### config.mk
export PLATFORM = sky130hd
export DESIGN_NAME = dma_addr_gen
export DESIGN_NICKNAME = d
export VERILOG_FILES = /design/src/rtl/dag_pkg.sv /design/src/rtl/dag_shadow.sv /design/src/rtl/dag_wrap_ctr.sv /design/src/rtl/dag_addr_unit.sv /design/src/rtl/dma_addr_gen.sv
export SDC_FILE = /design/constraint.sdc
export NUM_CORES = 1
export LEC_CHECK = 0
export BUFFER_PORTS_ARGS = -buffer_cell sky130_fd_sc_hd__buf_4
export CAP_MARGIN = 20
export CORE_MARGIN = 5
export CORE_UTILIZATION = 49
export DETAILED_ROUTE_END_ITERATION = 8
export PLACE_DENSITY_LB_ADDON = 0.2
export SYNTH_ARGS = -nofsm -noshare
export SYNTH_HDL_FRONTEND = slang
export SYNTH_HIERARCHICAL = 1
export SYNTH_SLANG_ARGS = --single-unit
### constraint.sdc
create_clock -name clk -period 5.8 [get_ports clk]
set_input_delay 0.29 -clock clk [delete_from_list [all_inputs] [get_ports clk]]
set_output_delay 0.29 -clock clk [all_outputs]
set_load 0.05 [all_outputs]
### src/rtl/dag_pkg.sv
package dag_pkg;

    localparam int DAG_ADDR_W = 32;
    localparam int DAG_STEP_W = 13;
    localparam int DAG_CNT_W  = 16;
    localparam int DAG_SIDES  = 2;
    localparam int DAG_FLD_W  = 3;

    typedef enum logic [DAG_FLD_W-1:0] {
        FLD_START = 3'd0,
        FLD_CUR   = 3'd1,
        FLD_WSTEP = 3'd2,
        FLD_BSTEP = 3'd3,
        FLD_WSIZE = 3'd4,
        FLD_WRAP  = 3'd5
    } cfg_field_e;

    typedef enum logic [1:0] {
        ADV_HOLD  = 2'd0,
        ADV_WORD  = 2'd1,
        ADV_BURST = 2'd2,
        ADV_WRAP  = 2'd3
    } adv_e;

    // Decide how one side advances in this cycle.
    function automatic adv_e adv_kind(input logic start, input logic word,
                                      input logic last, input logic hit);
        if (start || !word) return ADV_HOLD;
        if (!last)          return ADV_WORD;
        if (hit)            return ADV_WRAP;
        return ADV_BURST;
    endfunction

endpackage

### src/rtl/dag_shadow.sv
module dag_shadow
    import dag_pkg::*;
#(
    parameter int AW = DAG_ADDR_W,
    parameter int SW = DAG_STEP_W,
    parameter int CW = DAG_CNT_W
) (
    input  logic                 clk,
    input  logic                 rst,
    input  logic                 we,
    input  logic [DAG_FLD_W-1:0] field,
    input  logic [AW-1:0]        data,
    output logic [AW-1:0]        sh_beg,
    output logic [AW-1:0]        sh_cur,
    output logic [SW-1:0]        sh_wstep,
    output logic [SW-1:0]        sh_bstep,
    output logic [CW-1:0]        sh_wsize,
    output logic [SW-1:0]        sh_wrap
);

    always_ff @(posedge clk) begin
        if (rst) begin
            sh_beg   <= '0;
            sh_cur   <= '0;
            sh_wstep <= '0;
            sh_bstep <= '0;
            sh_wsize <= '0;
            sh_wrap  <= '0;
        end else if (we) begin
            case (cfg_field_e'(field))
                FLD_START: begin
                    sh_beg <= data;
                    sh_cur <= data;
                end
                FLD_CUR:   sh_cur   <= data;
                FLD_WSTEP: sh_wstep <= data[SW-1:0];
                FLD_BSTEP: sh_bstep <= data[SW-1:0];
                FLD_WSIZE: sh_wsize <= data[CW-1:0];
                FLD_WRAP:  sh_wrap  <= data[SW-1:0];
                default: ;
            endcase
        end
    end

endmodule

### src/rtl/dag_wrap_ctr.sv
module dag_wrap_ctr #(
    parameter int CW = 16
) (
    input  logic          clk,
    input  logic          rst,
    input  logic          load,
    input  logic [CW-1:0] load_size,
    input  logic          burst_end,
    output logic [CW-1:0] cnt,
    output logic [CW-1:0] size_q,
    output logic          hit
);

    // Counts bursts left before a wrap; zero means this burst wraps.
    always_ff @(posedge clk) begin
        if (rst) begin
            cnt    <= '0;
            size_q <= '0;
        end else if (load) begin
            cnt    <= load_size;
            size_q <= load_size;
        end else if (burst_end) begin
            if (cnt == '0) cnt <= size_q;
            else           cnt <= cnt - 1'b1;
        end
    end

    assign hit = (cnt == '0);

endmodule

### src/rtl/dag_addr_unit.sv
module dag_addr_unit
    import dag_pkg::*;
#(
    parameter int AW = 32,
    parameter int SW = 13
) (
    input  logic          clk,
    input  logic          rst,
    input  logic          load,
    input  logic [AW-1:0] sh_beg,
    input  logic [AW-1:0] sh_cur,
    input  logic [SW-1:0] sh_wstep,
    input  logic [SW-1:0] sh_bstep,
    input  logic [SW-1:0] sh_wrap,
    input  adv_e          adv,
    output logic [AW-1:0] cur,
    output logic [SW-1:0] wstep_q
);

    logic [AW-1:0] beg_q;
    logic [SW-1:0] bstep_q;
    logic [SW-1:0] wrap_q;
    logic [AW-1:0] beg_next;

    function automatic logic [AW-1:0] sx(input logic [SW-1:0] v);
        return {{(AW-SW){v[SW-1]}}, v};
    endfunction

    assign beg_next = beg_q + sx(wrap_q);

    always_ff @(posedge clk) begin
        if (rst) begin
            beg_q   <= '0;
            cur     <= '0;
            wstep_q <= '0;
            bstep_q <= '0;
            wrap_q  <= '0;
        end else if (load) begin
            beg_q   <= sh_beg;
            cur     <= sh_cur;
            wstep_q <= sh_wstep;
            bstep_q <= sh_bstep;
            wrap_q  <= sh_wrap;
        end else begin
            case (adv)
                ADV_WORD:  cur <= cur + sx(wstep_q);
                ADV_BURST: cur <= cur + sx(bstep_q);
                ADV_WRAP: begin
                    beg_q <= beg_next;
                    cur   <= beg_next;
                end
                default: ;
            endcase
        end
    end

endmodule

### src/rtl/dma_addr_gen.sv
module dma_addr_gen
    import dag_pkg::*;
#(
    parameter int ADDR_W = DAG_ADDR_W,
    parameter int STEP_W = DAG_STEP_W,
    parameter int CNT_W  = DAG_CNT_W
) (
    input  logic                 clk,
    input  logic                 rst,
    input  logic                 cfg_we,
    input  logic                 cfg_side,
    input  logic [DAG_FLD_W-1:0] cfg_field,
    input  logic [ADDR_W-1:0]    cfg_data,
    input  logic                 xfer_start,
    input  logic                 word_done,
    input  logic                 word_last,
    output logic [ADDR_W-1:0]    src_addr,
    output logic [ADDR_W-1:0]    dst_addr,
    output logic [CNT_W-1:0]     src_wcnt,
    output logic [CNT_W-1:0]     dst_wcnt
);

    localparam int NS = DAG_SIDES;

    logic [ADDR_W-1:0] cur_a   [NS];
    logic [CNT_W-1:0]  cnt_a   [NS];
    logic [CNT_W-1:0]  wsize_a [NS];
    logic [STEP_W-1:0] wstep_a [NS];

    for (genvar s = 0; s < NS; s++) begin : g_side
        logic [ADDR_W-1:0] sh_beg, sh_cur;
        logic [STEP_W-1:0] sh_wstep, sh_bstep, sh_wrap;
        logic [CNT_W-1:0]  sh_wsize;
        logic              hit;
        adv_e              adv;

        dag_shadow #(.AW(ADDR_W), .SW(STEP_W), .CW(CNT_W)) u_shadow (
            .clk      (clk),
            .rst      (rst),
            .we       (cfg_we && (cfg_side == 1'(s))),
            .field    (cfg_field),
            .data     (cfg_data),
            .sh_beg   (sh_beg),
            .sh_cur   (sh_cur),
            .sh_wstep (sh_wstep),
            .sh_bstep (sh_bstep),
            .sh_wsize (sh_wsize),
            .sh_wrap  (sh_wrap)
        );

        assign adv = adv_kind(xfer_start, word_done, word_last, hit);

        dag_wrap_ctr #(.CW(CNT_W)) u_wrap (
            .clk       (clk),
            .rst       (rst),
            .load      (xfer_start),
            .load_size (sh_wsize),
            .burst_end ((adv == ADV_BURST) || (adv == ADV_WRAP)),
            .cnt       (cnt_a[s]),
            .size_q    (wsize_a[s]),
            .hit       (hit)
        );

        dag_addr_unit #(.AW(ADDR_W), .SW(STEP_W)) u_addr (
            .clk      (clk),
            .rst      (rst),
            .load     (xfer_start),
            .sh_beg   (sh_beg),
            .sh_cur   (sh_cur),
            .sh_wstep (sh_wstep),
            .sh_bstep (sh_bstep),
            .sh_wrap  (sh_wrap),
            .adv      (adv),
            .cur      (cur_a[s]),
            .wstep_q  (wstep_a[s])
        );
    end

    assign src_addr = cur_a[0];
    assign dst_addr = cur_a[1];
    assign src_wcnt = cnt_a[0];
    assign dst_wcnt = cnt_a[1];

endmodule

==> impl_metrics.ini <==
[cts]
cts_buffers = 57
clkSinkCount = 508
cts-htree-levels = 2
post-cts-setup-buffers = 0
clk-insertion-delay-late_ps = 620
clk_path_buf_depth = 3
clk_pin_slew_ps = 60
cts_root_buf = clkbuf_16
tritoncts = yes

[pwr]
power_mw = 8.52
p_leak_nw = 14.3
power_density_nw_per_um2 = 263
peakVddDrop_mv = 0.253

[cells_and_area]
instances_no_fill = 4084
drive_gt1_share_pct = 11.6
multi_input_area_um2 = 17500
fill_cells = 5255
layout-area-overhead-vs-synth_pct = 12.2
finalInstanceArea_um2 = 32400
regArea_um2 = 10200
nets = 3449
final_util_pct = 55.2

[global_routing]
globalRouteMet3Util_pct = 2.62
antenna_found_initial = 2
grt_max_degree = 199
grt_pass1_wl_mm = 130
use_met1_pct = 34.7
top_usage_layer = met2
overflow = 0
grt_pass1_vias = 23200
grtUsageTotal_pct = 24.9
grt_util_met2_pct = 41.6

[synth]
async_reset_ff_share_pct = 0
synth_fp_nets = 3405
synth_area_um2 = 28900
synth.avg_cell_area_um2 = 8.96
synth_common_cells = 508 x dfxtp_1, 375 x mux2i_1, 333 x nand2b_1, 258 x nor2_1, 205 x a21oi_1
yosys.area.top_type = dfxtp_1
synthTopCellsByArea = dfxtp_1 35%, mux2i_1 13%, nand2b_1 7.2%
syn_inst = 3221
synth-seq-cells = 508
synth_top_area_share_pct = 35.2
synth_warnings = 6
seq_area_frac_synth_pct = 35.2
yosysMostFrequentCell = dfxtp_1
synth_cell_type_count = 115
synth_ff_type = dfxtp_1
synth_edf_count = 0

[worst_hold_path]
min_from = cfg_data[31]
min_path_type = in2reg

[placement]
post-place-ws_ps = 424
placed_cells = 3965
placed_area_um2 = 30300
post-dp-hpwl_mm = 58.6
io_buffer_count = 137
routabilityCongestion = 0.934

[drt]
num_vias = 24100
initialDrtViolationCount = 1881
dr.pass1.iters = 5
wl_per_cell_um = 20.4
final_antenna_net_count = 0
drc_errors = 0
via_per_inst = 5.89
routed_wl_mm = 83.4

[die]
rows = 89
dieWidth_um = 253
start_util_pct = 49.2
coreArea_um2 = 58700
fp.dieH_um = 253
io-pin-count = 138
die_area_um2 = 63900

[sta]
tightest_slew_ps = 1050
slew_headroom_pct = 29.7
tns_ps = 0
hold_ws_ps = 49.2
worst_slack_ps = 426
fmax_ghz = 0.186
finalHoldViolCount = 0
slew_viol_final = 0
period_minus_slack_ps = 5370
rsz0062_at_grt = false
final-setup-viol-count = 0
final.setup_skew_ps = 13.3
period_share_pct = 92.7

[worst_setup_path]
cp_cell_sequence = nor4_1, nand4_2, clkinv_1, inv_1, a21oi_1, inv_1, ha_1, mux2i_1, buf_4, inv_1, buf_4, ha_1, a21o_1, a21o_1, a2111oi_4, or2_2, a2bb2oi_1, o31ai_1, mux2_1, nor3_1, o31ai_1
critPathSlowestCell = nor4_1
crit_top_cell = inv_1
crit_path_end_kind = flip-flop
critPathRequiredTime_ps = 6280
max_stage_delay_ps = 600
startpoint = g_side[0].u_wrap/cnt[12]
r2r_start = g_side[0].u_wrap/cnt[12]
arrival_ps = 5850
critPathKind = reg2reg
crit_fanout = 18
start_kind = flip-flop

[run]
maxCapViolations = 0

[status]
status = finished, final reports clean
[registers in the layout, summed over array words and instances (netlist names)]
| register | flops |
|---|---|
| g_side.u_addr/beg_q | 64 |
| g_side.u_addr/cur | 64 |
| g_side.u_shadow/sh_beg | 64 |
| g_side.u_shadow/sh_cur | 64 |
| g_side.u_shadow/sh_wsize | 32 |
| g_side.u_wrap/cnt | 32 |
| g_side.u_wrap/size_q | 32 |
| g_side.u_addr/bstep_q | 26 |
| g_side.u_addr/wrap_q | 26 |
| g_side.u_addr/wstep_q | 26 |
| g_side.u_shadow/sh_bstep | 26 |
| g_side.u_shadow/sh_wrap | 26 |
| g_side.u_shadow/sh_wstep | 26 |
[layer usage]
layer / part of all wire (%) / routed length, um
met1: 46 / 38000
met2: 47 / 39500
met3: 4.8 / 3990
met4: 2.3 / 1940
met5: 0 / 0
[kinds of logic (layout without fill, tap and decap cells)]
group                    after synthesis  count (layout)  synth area share, %
AO/OA/AOI/OAI                        760             760                 18.1
XOR/XNOR                             102             102                 3.09
adder cells (fa/ha/maj)              142             142                 6.26
buffers and inverters                278             366                 4.10
flip-flops                           508             508                 35.2
multiplexers                         405             405                 14.2
other                                  0               2                    0
AND/OR/NAND/NOR                     1026            1026                 19.1
[layout by cell type, fill, tap and decap left out, drive strengths merged, types with 13 or more instances in the layout]
| master | count |
|---|---|
| nand4 | 21 |
| o21ai | 136 |
| a22oi | 27 |
| o22ai | 24 |
| nor4 | 14 |
| mux2i | 375 |
| buf | 175 |
| nor2b | 27 |
| a221oi | 19 |
| dfxtp | 508 |
| o211ai | 44 |
| a31oi | 17 |
| inv | 72 |
| mux2 | 30 |
| and3 | 16 |
| xnor2 | 60 |
| and2 | 13 |
| nand3 | 46 |
| a211oi | 39 |
| clkbuf | 80 |
| nor3 | 47 |
| nor2 | 258 |
| ha | 138 |
| o21a | 21 |
| a21o | 66 |
| xor2 | 42 |
| nand2 | 170 |
| nand2b | 334 |
| dlygate4sd3 | 14 |
| a21oi | 213 |
| clkinv | 16 |
[worst max-delay path: cells and delay by family (launching register included)]
kind,cells,cell delay [ps]
buffers and inverters,6,920
AOI/OAI and AO/OA,7,1390
muxes,2,530
DFF,1,370
and+or+nand+nor,4,1170
adders and majority gates,2,820
[area by class of cell]
class	instances	share of cell area, %
tap	773	2.99
inverter	74	0.857
clock inverter	23	0.946
timing repair buffer	189	4.63
antenna	2	0.0154
clock buffer	80	5.04
sequential	508	31.4
multi-input combinational	2435	54.1
[power breakdown]
group,internal (mW),switching [mW],total [mW],leakage [nW]
sequential,3.58,0.0892,3.67,4.12
clock,2.23,1.52,3.75,0.949
combinational,0.398,0.709,1.11,9.23
[final timing paths]
| kind | end | slack (ps) | cells past startpoint |
|---|---|---|---|
| max | g_side[0].u_addr/cur[28] | 430 | 21 |
| min | g_side[0].u_shadow/sh_beg[31] | 50 | 3 |
| max reg2reg | g_side[0].u_addr/cur[28] | 430 | 21 |
| min reg2reg | g_side[0].u_addr/beg_q[9] | 460 | 2 |
[timing repair]
item / CTS / global route
hold endpoints to repair: 41 / 0
gates resized for setup: 0 / 1
hold buffers: 14 / 0
setup endpoints to repair: 0 / 3
Power figures use the tool's default switching activity.
